--- src/rtl/wide_fetch_core.sv ---
module wide_fetch_core #(
  parameter int AW = 32,
  parameter logic [31:0] VEC = 32'hFFFF_FFF4,
  parameter int BOOT_IDLE = 5
) (
  input  logic          clk,
  input  logic          rst,
  input  logic          rdy,
  input  logic [7:0]    din,
  output logic [AW-1:0] addr,
  output logic          we,
  output logic [7:0]    dout
);
  localparam int NB = AW / 8;
  localparam int IW = $clog2(NB);
  localparam int CW = $clog2(BOOT_IDLE + 1);
  localparam logic [2:0] S_BOOT = 3'd0, S_VEC = 3'd1, S_FETCH = 3'd2,
                         S_IMM = 3'd3, S_OPR = 3'd4, S_PTR = 3'd5;
  localparam logic [7:0] OP_LDX = 8'hA2, OP_JIX = 8'h7C;

  logic [2:0]    state;
  logic [IW-1:0] idx;
  logic [CW-1:0] boot;
  logic [AW-1:0] pc, base, tmp;
  logic [7:0]    x;
  logic          last;

  assign we   = 1'b0;
  assign dout = 8'h00;
  assign last = (idx == IW'(NB - 1));

  always_comb begin
    case (state)
      S_BOOT:  addr = AW'(VEC);
      S_VEC:   addr = AW'(VEC) + AW'(idx);
      S_PTR:   addr = base + {{(AW-8){1'b0}}, x} + AW'(idx);
      default: addr = pc;
    endcase
  end

  always_ff @(posedge clk) begin
    if (rst) begin
      state <= S_BOOT;
      boot  <= '0;
      idx   <= '0;
      pc    <= '0;
      base  <= '0;
      tmp   <= '0;
      x     <= '0;
    end else if (rdy) begin
      case (state)
        S_BOOT: begin
          if (boot == CW'(BOOT_IDLE - 1)) begin
            state <= S_VEC;
            idx   <= '0;
          end else begin
            boot <= boot + 1'b1;
          end
        end
        S_VEC: begin
          tmp <= {din, tmp[AW-1:8]};
          idx <= idx + 1'b1;
          if (last) begin
            pc    <= {din, tmp[AW-1:8]};
            state <= S_FETCH;
          end
        end
        S_FETCH: begin
          pc <= pc + 1'b1;
          if (din == OP_LDX) state <= S_IMM;
          else if (din == OP_JIX) begin
            state <= S_OPR;
            idx   <= '0;
          end
        end
        S_IMM: begin
          x     <= din;
          pc    <= pc + 1'b1;
          state <= S_FETCH;
        end
        S_OPR: begin
          base <= {din, base[AW-1:8]};
          pc   <= pc + 1'b1;
          idx  <= idx + 1'b1;
          if (last) state <= S_PTR;
        end
        S_PTR: begin
          tmp <= {din, tmp[AW-1:8]};
          idx <= idx + 1'b1;
          if (last) begin
            pc    <= {din, tmp[AW-1:8]};
            state <= S_FETCH;
          end
        end
        default: state <= S_BOOT;
      endcase
    end
  end
endmodule


--- config.mk ---
export PLATFORM = sky130hd
export DESIGN_NAME = wide_fetch_core
export DESIGN_NICKNAME = d
export VERILOG_FILES = /design/src/rtl/wide_fetch_core.sv
export SDC_FILE = /design/constraint.sdc
export NUM_CORES = 1
export LEC_CHECK = 0
export BUFFER_PORTS_ARGS = -buffer_cell sky130_fd_sc_hd__buf_2
export CORE_ASPECT_RATIO = 1.2
export CORE_MARGIN = 2
export CORE_UTILIZATION = 60
export DETAILED_ROUTE_END_ITERATION = 16
export PLACE_DENSITY = 0.86
export SLEW_MARGIN = 20
export SYNTH_ARGS = -nofsm -noshare
export SYNTH_HDL_FRONTEND = slang
export SYNTH_SLANG_ARGS = --single-unit
export TNS_END_PERCENT = 30
--- constraint.sdc ---
create_clock -name clk -period 3.88 [get_ports clk]
set_clock_uncertainty 0.15 [all_clocks]
set_input_delay 0.194 -clock clk [delete_from_list [all_inputs] [get_ports clk]]
set_output_delay 0.194 -clock clk [all_outputs]
set_load 0.05 [all_outputs]
* After elaboration in Yosys (flattened, before gate mapping)
Index checks and enable logic that the tools add are counted.
Cells by class: $lt $le $gt $ge 0, reductions and logical operators 13, divide/modulo/power cells 0, shifts and indexed selects 0, multiply operators 0, muxes and demuxes 13, equality and inequality tests 15, add/sub/neg operators 6, bitwise gates (word level) 1
Operators with widths (count):
- one-hot mux 32 bit (3 select lines) | 1
- one-hot mux 32 bit (2 select lines) | 1
- adder 32 x 1 -> 32 bit, second input constant | 1
- adder 32 x 2 -> 32 bit | 1
- adder 32 x 8 -> 32 bit | 1
- 2-to-1 mux 32 bit | 1
- 2-to-1 mux 3 bit | 5
- one-hot mux 3 bit (5 select lines) | 1
- AND reduction 5 bit | 2
- == test 3 bit, second input constant | 3
- == test 8 x 7 -> 1 bit, second input constant | 1
- == test 8 bit, second input constant | 1
- inequality test 2 bit, second input constant | 4
- adder 5 x 3 -> 6 bit, first input constant | 1
- == test 3 x 2 -> 1 bit, second input constant | 2
- 2-to-1 mux 2 bit | 3
- one-hot mux 2 bit (3 select lines) | 1
- AND reduction 2 bit | 3
- AND reduction 3 bit | 2
- OR reduction 3 bit | 2
- adder 3 x 1 -> 3 bit, second input constant | 1
- == test 3 x 1 -> 1 bit, second input constant | 1
- logical NOT 3 bit | 1
- inequality test 3 bit, second input constant | 1
- other kinds (7) | 7
Storage, ports and cells: RAM bits 0, memories 0, register bits 112, ROM bits 0, output and inout bits 41, latch bits 0

* Logic depth before layout (Yosys ltp)
word-level depth 4, mapped depth 12

* Worst setup path before layout
OpenSTA, ideal clock, no wires.
kind reg-to-output, from register idx[1], to output port addr[27], arrival 3.678 ns, buffers on the path 0, slack -0.142 ns, stages on the path, launching flop included 12, data required time 3.536 ns, path through dfxtp_1 > inv_1 > fa_1 > inv_1 > ha_1 > inv_1 > fa_1 > nand2b_1 > a211oi_1 > o21ai_1 > or4_1 > a31oi_1
Between the ends: longest elaborated chain between the ends 2
RTL lines:
- from (decl) | RTL line 22 | logic [IW-1:0] idx;
- from (signal assigned) | RTL line 62 | idx <= idx + 1'b1;
- from (signal assigned) | RTL line 84 | idx <= idx + 1'b1;
- from (signal assigned) | RTL line 89 | idx <= idx + 1'b1;
- adder 32 x 2 -> 32 bit or adder 5 x 3 -> 6 bit (tied branches) | RTL line 36, 35
- one-hot mux 32 bit (3 select lines) (*) | RTL line 33 | case (state)
- to (decl) | RTL line 10 | output logic [AW-1:0] addr,
Every way passes the cells marked *; elsewhere a longest branch is shown, timed or not.

* Final worst setup path
from register idx[1], to output port addr[31]
The elaborated chain is that of the path after synthesis.

==> results by group <==
Clock tree
  – Number of CTS-inserted buffers: 9
  – CTS sink count: 104
  – Root buf cell: clkbuf_16
  – Clock transition at the registers of the reported paths: 70 ps
  – H-tree depth: 3
  – Max Root-Sink Buffers: 2
  – Clock latency on the worst-skew pair: 350 ps
  – CTS tree: built

Logic synthesis
  – Post-Syn Area: 6170 um2
  – Sequential area share after synthesis: 0.3375
  – Synth async-reset ratio: 0
  – Synthesized flop and latch total: 104
  – YS warnings: 0
  – Main synth FF type: dfxtp_1
  – Yosys cell types: 67
  – Avg Cell Area, Syn: 7.336 um2
  – Syn Inst Count: 841
  – Post-synth EDFFs: 0

Global routing
  – Grt ovf: 0
  – Initial antenna violation count: 0
  – Total GRT Usage: 0.3284
  – First-pass GRT wire length: 28630 um
  – Largest net degree at the start of global routing: 55
  – Vias in the first global route: 5881

Power and ir drop
  – Max VDD drop: 319.6 uV
  – Gate power share: 0.289
  – Internal: 1838 uW
  – Cell Pwr Density: 436.8 nW/um2
  – Tot Pwr: 2963 uW
  – Net switching power: 1125 uW
  – Clk pwr share: 0.319
  – Pleak: 0.002320 uW
  – Sequential share of power: 0.392
  – Switching Share: 0.3796

Critical path
  – Crit start category: flip-flop
  – CP Capture Type: output port
  – WP buf/inv: 6
  – Crit path kind: flip-flop to output port
  – Req. time, crit path: 3540 ps
  – Worst EP arrival: 3500 ps
  – Worst path max stage delay: 470 ps
  – Delay-heaviest family, CP: adder cells
  – Worst path cell trace: inv_1 > fa_1 > inv_1 > ha_2 > inv_1 > fa_2 > nand2b_4 > a211oi_2 > buf_4 > buf_4 > o211ai_1 > or4_1 > a31oi_1 > buf_4
  – Crit path max fanout: 3
  – Slowest library cell on the worst path: or4_1

Detailed routing
  – Final WL: 17950 um
  – DRT iter0 DRCs: 629
  – Vias/cell: 6.549
  – Pre-Repair DR Iteration Count: 6
  – Final ANT Viol Nets: 0
  – Drt wl/cell: 18.23 um
  – Via count: 6451
  – Number of remaining DRC errors: 0

Timing
  – Slew Viols, Final: 0
  – Worst Max-Slew Pin Slew: 820.6 ps
  – Final Hold Viols: 0
  – Unrepaired setup endpoints after global routing: true
  – Worst slew margin: 0.4529
  – Minimum clock period: 3848 ps
  – Final setup viols: 0
  – Final period utilization: 0.9919
  – FMAX: 259.8 MHz
  – Worst Hold Slack: 18.06 ps

Finish
  – Layout cells sized above 1: 0.1269
  – Most frequent cells in the layout: nand2_1 (166), a21oi_1 (110), dfxtp_1 (102), nor2_1 (63), buf_2 (38)
  – Commonest non-fill, non-tap cell in the layout: nand2_1
  – Nets@finish: 886
  – Layout area overhead: 9.978%
  – Antenna diodes: 0

Die
  – I/O pin count: 52
  – Initial core utilization: 0.6164
  – Rows: 40
  – Die Area: 11110 um2
  – Die span in y: 115.1 um
  – Chip width: 96.57 um
  – Core Area: 10010 um2

Flow run
  – Max cap viols: 0

Place
  – HPWL after DPL: 12670 um
  – Final Wtd Congestion: 0.9528
  – Port bufs: 42

Hold path
  – Hold Path Class: input port to flip-flop

Outcome
  – Status: finished, final reports clean
## logic make-up after synthesis
group	count (synthesis)	share of synthesized area
compound gates	245	0.2425
fa+ha+maj	21	0.04624
other cells	1	0.0006078
buf+inv	96	0.06631
simple gates	353	0.2756
flops	104	0.3375
xor+xnor	15	0.02129
mux	6	0.009937
## what timing repair did
action | 4_1_cts | 5_1_grt
hold buffers | 0 | 0
endpoints found under the setup margin | 9 | 7
pin swaps | 5 | 3
buffers inserted | 4 | 0
resized for setup | 9 | 7
## synth_stat cells, types with 6 or more instances
library cell | number | area, um2
xor2_1 | 10 | 87.58
ha_1 | 18 | 225.2
nor4_1 | 6 | 37.54
nor2_1 | 63 | 236.5
o21a_1 | 6 | 45.04
nand2_1 | 166 | 623.1
o211ai_1 | 9 | 67.56
nor3_1 | 14 | 70.07
a31oi_1 | 21 | 131.4
a21oi_1 | 111 | 555.5
a211oi_1 | 15 | 112.6
nand3_1 | 24 | 120.1
or4_1 | 10 | 75.07
o31ai_1 | 7 | 52.55
o21ai_0 | 31 | 155.2
o22ai_1 | 7 | 43.79
clkbuf_1 | 49 | 183.9
and3_1 | 10 | 62.56
buf_2 | 6 | 30.03
buf_4 | 10 | 75.07
nand4_1 | 19 | 118.9
inv_1 | 27 | 101.4
dfxtp_1 | 104 | 2082
and2_1 | 6 | 37.54
## metrics by stage
stage	util	worst slack, ps	TNS [ps]	instance area, um2	std cells
2_1_floorplan	-	16.79	0	6206	849
3_3_place_gp	0.6394	215.6	0	6400	965
3_5_place_dp	0.6394	97.17	0	6400	965
4_1_cts	0.6761	1.316	0	6768	985
5_1_grt	0.6779	-67.50	-96.37	6785	985
6_report	0.6779	31.51	0	6785	985
## path summary, 6_finish.rpt
path                  from       end  slack (ps)  cells past startpoint
setup / recovery    idx[1]  addr[31]          30                     14
hold / removal      din[2]   tmp[26]          20                      3
setup reg to reg  state[1]    pc[26]        1320                      4
hold reg to reg    tmp[12]   tmp[12]         310                      2
## per-layer routing
| metal | wire [um] | global-route usage | up-vias | share of wire |
|---|---|---|---|---|
| met5 | 0 | 0 | - | 0 |
| met2 | 8717 | 0.5463 | 316 | 0.49 |
| met1 | 6939 | 0.4138 | 3056 | 0.39 |
| met3 | 1581 | 0.05701 | 61 | 0.088 |
| met4 | 714 | 0.1474 | 0 | 0.040 |
| li1 | - | - | 3018 | - |
## tightest hold or removal path, delay by kind of cell
kind,cells,cell delay (ps)
and+or+nand+nor,1,70
AOI/OAI and AO/OA,1,50
buffers and inverters,1,160
## state kept, by name (all words and copies together), names as in the netlist
signal and flops:
base 32, pc 32, tmp 24, x 8, boot 3, state 3
idx 2
## area by class of cell
class                      instances  area [um2]
clock buffer                      11       242.7
clock inverter                     5       63.81
fill                             836        3224
inverter                          27       101.3
multi-input combinational        649        3754
sequential                       104        2085
tap                              126       157.7
timing repair buffer              63       381.6
## power by group through the flow
stage	Clock, uW	Sequential, uW	Combinational [uW]
after detailed placement	0	1180	836
after CTS	941	1160	843
after global placement	0	1180	820
after global routing	990	1170	907
final	945	1160	856
after floorplan	0	1160	671
Power figures use the tool's default switching activity.
